==> src/rtl/pcm_align_pkg.sv <==
package pcm_align_pkg;
    localparam int CNT_W_DEF = 10;

    typedef enum logic [0:0] {
        FA_HUNT = 1'b0,
        FA_LOCK = 1'b1
    } fa_state_t;
endpackage

==> src/rtl/pcm_sync_sampler.sv <==
module pcm_sync_sampler (
    input  logic clk,
    input  logic rst_n,
    input  logic fsync,
    input  logic rise_sel,
    output logic det
);
    logic fs_n;
    logic fs_p;
    logic cur;
    logic prev;

    // falling-edge capture of the sync
    always_ff @(negedge clk or negedge rst_n) begin
        if (!rst_n) fs_n <= 1'b0;
        else        fs_n <= fsync;
    end

    always_ff @(posedge clk or negedge rst_n) begin
        if (!rst_n) begin
            fs_p <= 1'b0;
            prev <= 1'b0;
        end else begin
            fs_p <= fsync;
            prev <= cur;
        end
    end

    always_comb cur = rise_sel ? fs_p : fs_n;
    always_comb det = cur & ~prev;

    // a detection is a single-cycle event
    p_det_single_r2: assert property (@(posedge clk) disable iff (!rst_n)
        det && $stable(rise_sel) |=> !det);
endmodule

==> src/rtl/pcm_bit_counter.sv <==
module pcm_bit_counter #(
    parameter int CNT_W = 10
) (
    input  logic             clk,
    input  logic             rst_n,
    input  logic             run,
    input  logic             load,
    input  logic [CNT_W-1:0] load_val,
    input  logic [CNT_W-1:0] frame_bits,
    output logic [CNT_W-1:0] cnt,
    output logic             at_end
);
    localparam logic [CNT_W-1:0] ONE = CNT_W'(1);

    always_comb at_end = (cnt >= frame_bits - ONE);

    always_ff @(posedge clk or negedge rst_n) begin
        if (!rst_n)      cnt <= '0;
        else if (load)   cnt <= load_val;
        else if (run)    cnt <= at_end ? '0 : cnt + ONE;
    end

    p_reload_r3: assert property (@(posedge clk) disable iff (!rst_n)
        load |=> cnt == $past(load_val));
    p_step_r4: assert property (@(posedge clk) disable iff (!rst_n)
        run && !load && !at_end |=> cnt == $past(cnt) + ONE);
    p_wrap_r4: assert property (@(posedge clk) disable iff (!rst_n)
        run && !load && at_end |=> cnt == '0);
    p_hold_r1: assert property (@(posedge clk) disable iff (!rst_n)
        !run && !load |=> $stable(cnt));
endmodule

==> src/rtl/pcm_edge_retime.sv <==
module pcm_edge_retime (
    input  logic clk,
    input  logic rst_n,
    input  logic rx_rise,
    input  logic tx_rise,
    input  logic rxd,
    input  logic txd_in,
    output logic rxd_out,
    output logic txd_out
);
    logic rx_n;
    logic tx_p;
    logic tx_n;

    always_ff @(negedge clk or negedge rst_n) begin
        if (!rst_n) begin
            rx_n <= 1'b0;
            tx_n <= 1'b0;
        end else begin
            rx_n <= rxd;
            tx_n <= tx_p;
        end
    end

    always_ff @(posedge clk or negedge rst_n) begin
        if (!rst_n) begin
            rxd_out <= 1'b0;
            tx_p    <= 1'b0;
        end else begin
            rxd_out <= rx_rise ? rxd : rx_n;
            tx_p    <= txd_in;
        end
    end

    always_comb txd_out = tx_rise ? tx_p : tx_n;

    p_rx_rise_r8: assert property (@(posedge clk) disable iff (!rst_n)
        $past(rst_n) && $past(rx_rise) |-> rxd_out == $past(rxd));
    p_tx_rise_r9: assert property (@(posedge clk) disable iff (!rst_n)
        $past(rst_n) && tx_rise |-> txd_out == $past(txd_in));
endmodule

==> src/rtl/pcm_frame_align.sv <==
module pcm_frame_align
    import pcm_align_pkg::*;
#(
    parameter int CNT_W = CNT_W_DEF
) (
    input  logic               clk,
    input  logic               rst_n,
    input  logic               fsync,
    input  logic               fs_rise_sel,
    input  logic [CNT_W-1:0]   frame_bits,
    input  logic [CNT_W-3:0]   ofs_dn,
    input  logic [CNT_W-3:0]   ofs_up,
    input  logic [1:0]         edge_sel,
    input  logic               rxd,
    input  logic               txd_in,
    output logic [CNT_W-4:0]   dn_slot,
    output logic [2:0]         dn_bit,
    output logic [CNT_W-4:0]   up_slot,
    output logic [2:0]         up_bit,
    output logic               dn_sof,
    output logic               up_sof,
    output logic               sync_slip,
    output logic               rxd_out,
    output logic               txd_out
);
    localparam int NDIR = 2;   // 0 downstream, 1 upstream

    fa_state_t state_q, state_d;
    logic det;
    logic run;
    logic pos_end;
    logic [CNT_W-1:0] pos_cnt;
    logic [CNT_W-1:0] cnt    [NDIR];
    logic [CNT_W-1:0] ld_val [NDIR];
    logic             c_end  [NDIR];
    logic             sof    [NDIR];

    pcm_sync_sampler u_sync (
        .clk      (clk),
        .rst_n    (rst_n),
        .fsync    (fsync),
        .rise_sel (fs_rise_sel),
        .det      (det)
    );

    always_comb run = (state_q == FA_LOCK);

    // frame position tracker, zero at each sync
    pcm_bit_counter #(.CNT_W(CNT_W)) u_pos (
        .clk        (clk),
        .rst_n      (rst_n),
        .run        (run),
        .load       (det),
        .load_val   ('0),
        .frame_bits (frame_bits),
        .cnt        (pos_cnt),
        .at_end     (pos_end)
    );

    always_comb begin
        ld_val[0] = {ofs_dn, 2'b00};
        ld_val[1] = {ofs_up, 2'b00};
    end

    for (genvar g = 0; g < NDIR; g++) begin : g_dir
        pcm_bit_counter #(.CNT_W(CNT_W)) u_cnt (
            .clk        (clk),
            .rst_n      (rst_n),
            .run        (run),
            .load       (det),
            .load_val   (ld_val[g]),
            .frame_bits (frame_bits),
            .cnt        (cnt[g]),
            .at_end     (c_end[g])
        );
        always_comb sof[g] = run && (cnt[g] == '0);

        // strobe lasts one clock unless a reload to zero follows
        p_sof_single_r6: assert property (@(posedge clk) disable iff (!rst_n)
            sof[g] && !det && frame_bits > CNT_W'(1) |=> !sof[g]);
    end

    // state register
    always_ff @(posedge clk or negedge rst_n) begin
        if (!rst_n) state_q <= FA_HUNT;
        else        state_q <= state_d;
    end

    // transitions: acquire, run, resync
    always_comb begin
        state_d = state_q;
        unique case (state_q)
            FA_HUNT: if (det) state_d = FA_LOCK;
            FA_LOCK: state_d = FA_LOCK;
            default: state_d = FA_HUNT;
        endcase
    end

    // registered outputs of the machine
    always_ff @(posedge clk or negedge rst_n) begin
        if (!rst_n) sync_slip <= 1'b0;
        else begin
            unique case (state_q)
                FA_HUNT: sync_slip <= 1'b0;
                FA_LOCK: sync_slip <= det && !pos_end;
                default: sync_slip <= 1'b0;
            endcase
        end
    end

    always_comb begin
        dn_slot = cnt[0][CNT_W-1:3];
        dn_bit  = ~cnt[0][2:0];
        up_slot = cnt[1][CNT_W-1:3];
        up_bit  = ~cnt[1][2:0];
        dn_sof  = sof[0];
        up_sof  = sof[1];
    end

    pcm_edge_retime u_retime (
        .clk     (clk),
        .rst_n   (rst_n),
        .rx_rise (edge_sel[1]),
        .tx_rise (edge_sel[0]),
        .rxd     (rxd),
        .txd_in  (txd_in),
        .rxd_out (rxd_out),
        .txd_out (txd_out)
    );

    p_slip_locked_r7: assert property (@(posedge clk) disable iff (!rst_n)
        sync_slip |-> $past(state_q) == FA_LOCK && $past(det));
    p_slip_pulse_r7: assert property (@(posedge clk) disable iff (!rst_n)
        sync_slip |=> !sync_slip);
    p_hunt_quiet_r1: assert property (@(posedge clk) disable iff (!rst_n)
        state_q == FA_HUNT |-> !dn_sof && !up_sof && !sync_slip);
    p_lock_sticky_r1: assert property (@(posedge clk) disable iff (!rst_n)
        state_q == FA_LOCK |=> state_q == FA_LOCK);
endmodule

==> config.mk <==
export PLATFORM = sky130hd
export DESIGN_NAME = pcm_frame_align
export DESIGN_NICKNAME = d
export VERILOG_FILES = /design/src/rtl/pcm_align_pkg.sv /design/src/rtl/pcm_sync_sampler.sv /design/src/rtl/pcm_bit_counter.sv /design/src/rtl/pcm_edge_retime.sv /design/src/rtl/pcm_frame_align.sv
export SDC_FILE = /design/constraint.sdc
export NUM_CORES = 1
export LEC_CHECK = 0
export BUFFER_PORTS_ARGS = -buffer_cell sky130_fd_sc_hd__buf_2
export CAP_MARGIN = 20
export CORE_MARGIN = 4
export CORE_UTILIZATION = 32
export CTS_BUF_LIST = sky130_fd_sc_hd__clkbuf_4
export CTS_CLUSTER_SIZE = 14
export DETAILED_ROUTE_END_ITERATION = 12
export MAX_ROUTING_LAYER = met4
export PLACE_DENSITY = 0.49
export SLEW_MARGIN = 20
export SYNTH_ARGS = -nofsm -noshare
export SYNTH_HDL_FRONTEND = slang
export SYNTH_SLANG_ARGS = --single-unit
==> constraint.sdc <==
create_clock -name clk -period 2.5 [get_ports clk]
set_input_delay 0.25 -clock clk [delete_from_list [all_inputs] [get_ports clk]]
set_output_delay 0.25 -clock clk [all_outputs]
set_load 0.01 [all_outputs]
; ---- After elaboration in Yosys (flattened, before gate mapping)
; Index checks and enable logic that the tools add are counted.
[totals]
ff_bits = 39
elab_cells = 46
[classes]
add_sub_neg = 4
order_cmp = 3
muxes = 15
n_bitwise = 5
n_reduce_logical = 7
[op_table]
columns = op, n
row1 = $mux W10, 9
row2 = $add A10 B1 Y10 const B, 3
row3 = $ge A10 B10 Y1, 3
row4 = $logic_not A10 Y1, 2
row5 = $sub A10 B1 Y10 const B, 1
row6 = $not A3 Y3, 2
row7 = $mux W1, 4
row8 = $pmux W1 S2, 2
row9 = $logic_and A1 B1 Y1, 3
row10 = $not A1 Y1, 2
row11 = $reduce_bool A2 Y1, 1
row12 = $and A1 B1 Y1, 1
row13 = $logic_not A1 Y1, 1

; ---- Depth between registers and ports, before layout
[depth]
ltp_word = 5
mapped_depth = 15

; ---- Modules after synthesis
; Synthesis repeated with hierarchy kept, for this count alone.
[hier_totals]
cells_unflattened = 382
area_unflattened_um2 = 3450.8
[modules_own_cells]
columns = module, n_inst, cells_each, area_each_um2
row1 = pcm_bit_counter, 3, 117, 1024.7
row2 = pcm_frame_align, 1, 20, 142.6
row3 = pcm_edge_retime, 1, 6, 130.1
row4 = pcm_sync_sampler, 1, 5, 103.8

==> flow_metrics.tcl <==
set metrics [dict create \
    clock-sinks 39 \
    gp_congestion 0.7695 \
    yosys.area.top_type "dfrtp_1" \
    netlist_area_mm2 0.002999 \
    num_rows 35 \
    vias 3001 \
    synth-async-reset-ratio_pct 100.0 \
    fin_worst_skew_ns 0.02173 \
    synth_edf_count 0 \
    r2r_start "u_pos.cnt[0]" \
    coreArea_mm2 0.009196 \
    period_share_pct 119.5 \
    io_buffers 58 \
    relSlewSlack_pct 69.53 \
    hold_class "input port to flip-flop" \
    syn-num-nets 401 \
    place_hpwl_um 6850 \
    yosysTopAreaCellShare_pct 30.04 \
    final_layout_size_suffix_gt1_share_pct 43.96 \
    reg2reg_depth 9 \
    cts-htree-levels 2 \
    final-max-slew-violation-count 0 \
    critical_path_class "input port to flip-flop" \
    num-nets-final 515 \
    cts_root_buf "clkbuf_4" \
    vias_per_cell 5.302 \
    clock_path_buffers 2 \
    final_cell_mix "buf_4, buf_2, dfrtp_1" \
    tightest_slew_ns 0.4522 \
    insertion_delay_ns 0.36 \
    worstPathRequired_ns 2.77 \
    layout_commonest_cell "buf_4" \
    multi_input_area_mm2 0.002115 \
    synthTopCellsByArea "dfrtp_1, ha_1, xor2_1" \
    syn_inst 340 \
    status "finished with violations" \
    seqCellArea_um2 977.2 \
    crit_fanout 5 \
    cp-end-kind "flip-flop" \
    peakVddDrop_v 0.0002823 \
    pre_cts_ws_ns -1.081 \
    drt-total-wl_um 9388 \
    fin_ws_ns -0.4877 \
    rsz0062_at_grt "true" \
    finalHoldViolations 0 \
    drtIter0Drc 174 \
    powerDensity_mw_per_mm2 635.1 \
    holdWs_ns 0.08346 \
    initial_core_util_pct 32.61 \
    leakage_nw 2.006 \
    boundaryPins 59 \
    path_clk_slew_ns 0.13 \
    syn_to_final_growth_pct 45.22 \
    cts_tree "built" \
    period_minus_slack_ns 2.988 \
    hp-start "ofs_dn[3]" \
    ys_seq_area_share_pct 32.54 \
    worstHoldPathCells 3 \
    die_y_um 104.8 \
    die_area_mm2 0.01099 \
    grtUsageTotal_pct 17.60 \
    cts_buffers 5 \
    yosysWarnings 0 \
    grt_pass1_vias 2950 \
    drc 0 \
    maxCapViolations 0 \
    violations "negative setup slack" \
    diodes 0 \
    ys_seq_elements 39 \
    rr_endpoint "u_pos.cnt[2]" \
    ant_nets 0 \
    ys_dominant_reg_cell "dfrtp_1" \
    post_drt_wl_per_cell_um 16.59 \
    setup_viol 32 \
    r2r_slack_ns -0.26 \
    grt_pass1_wl_um 15200 \
    holdPathEnd "g_dir[0].u_cnt.cnt[5]" \
    grt_start_max_net_pins 26 \
    n_fill_cell 892 \
    synth_cell_types 57 \
    critPathLaunchType "input port" \
    worstPathArrival_ns 3.26 \
    synth.avg_cell_area_um2 8.821 \
    die-width_um 104.8 \
    fmax_mhz 334.7 \
    antenna_found_initial 0 \
    overflow 0 \
    drt_pre_antenna_iters 4 \
]
report_power, final:
group | leakage (nW) | switching [mW] | total, mW | internal [mW]
registers | 0.492 | 0.167 | 0.926 | 0.760
logic | 1.47 | 0.687 | 1.37 | 0.683
clock network | 0.0463 | 0.236 | 0.470 | 0.234
total | 2.01 | 1.09 | 2.77 | 1.68
stage by stage:
stage	std cells	setup TNS (ns)	utilization [%]	power [mW]	cell area (um2)
5_1_grt	566	-9.454	47.36	2.992	4355
2_1_floorplan	340	-8.333	-	1.660	3141
6_report	566	-7.354	47.36	2.766	4355
3_3_place_gp	540	-17.78	41.52	2.101	3819
4_1_cts	562	-6.078	46.18	2.729	4247
3_5_place_dp	540	-18.63	41.52	2.118	3819
cell families (layout without fill, tap and decap cells):
logic type | after synthesis | after routing | synth area share, %
DFF | 39 | 39 | 32.54
and+or+nand+nor | 116 | 116 | 20.90
buffers and inverters | 46 | 160 | 7.801
muxes | 3 | 3 | 1.085
AOI/OAI and AO/OA | 80 | 81 | 17.73
adders and majority gates | 31 | 31 | 12.64
xor gates and xnor gates | 25 | 25 | 7.301
how the worst max path moves through the flow:
stage | start | endpoint | slack, ns
after floorplan | frame_bits[0] | u_pos.cnt[2] | -0.81
after global placement | frame_bits[0] | u_pos.cnt[2] | -1.05
after detailed placement | frame_bits[1] | u_pos.cnt[2] | -1.08
after CTS | frame_bits[0] | u_pos.cnt[2] | -0.48
after global routing | frame_bits[0] | u_pos.cnt[2] | -0.57
final | frame_bits[1] | u_pos.cnt[2] | -0.49
cell type report:
| cell class | instances | share of cell area (%) |
|---|---|---|
| clock inverters | 1 | 0.6895 |
| repair buffers | 133 | 21.69 |
| clock buffers | 7 | 1.207 |
| multi-input cells | 256 | 48.55 |
| well taps | 111 | 3.189 |
| flip-flops and latches | 39 | 22.44 |
| inverters | 19 | 2.241 |
sequential cells by signal, summed over array words and instances, names as in the netlist:
name,count
g_dir.u_cnt.cnt,20
u_pos.cnt,10
run,1
sync_slip,1
u_retime.rx_n,1
u_retime.rxd_out,1
u_retime.tx_n,1
u_retime.tx_p,1
u_sync.fs_n,1
u_sync.fs_p,1
u_sync.prev,1
cells in the mapped netlist, types with 5 or more instances:
| cell | number |
|---|---|
| or3_1 | 5 |
| nand2_1 | 30 |
| a21oi_1 | 17 |
| buf_4 | 14 |
| o31ai_1 | 5 |
| xor2_1 | 16 |
| ha_1 | 27 |
| nor3b_1 | 5 |
| and3_1 | 11 |
| nor4_1 | 5 |
| o21ai_0 | 24 |
| xnor2_1 | 9 |
| nand4_1 | 15 |
| inv_1 | 19 |
| nand3_1 | 15 |
| dfrtp_1 | 36 |
| a211oi_1 | 7 |
| nor2_1 | 11 |
| clkbuf_1 | 9 |
worst max-delay path, stage by stage:
cell and delay [ns]:
buf_8 0.11, or4_4 0.55, nor2_4 0.11, xnor2_2 0.15, ha_4 0.26, a21oi_2 0.13
nand3_1 0.08, a221o_1 0.30, maj3_2 0.32, or3_4 0.39, a32o_2 0.32, a2111oi_4 0.29
per-layer routing:
metal,GRT usage (%),vias to the layer above,wire (um)
met5,-,-,0
met4,3.749,0,106
met3,2.285,9,377
met2,28.64,56,4604
met1,23.54,1463,4300
li1,-,1473,-
timing repair:
action,CTS,global route
endpoints found under the setup margin,33,33
hold endpoints to repair,13,0
gates cloned,1,0
resized for setup,59,19
hold buffers,3,0
pin swaps,31,11
buffers inserted,12,4
Note: power is estimated with default switching activity, not from simulation.
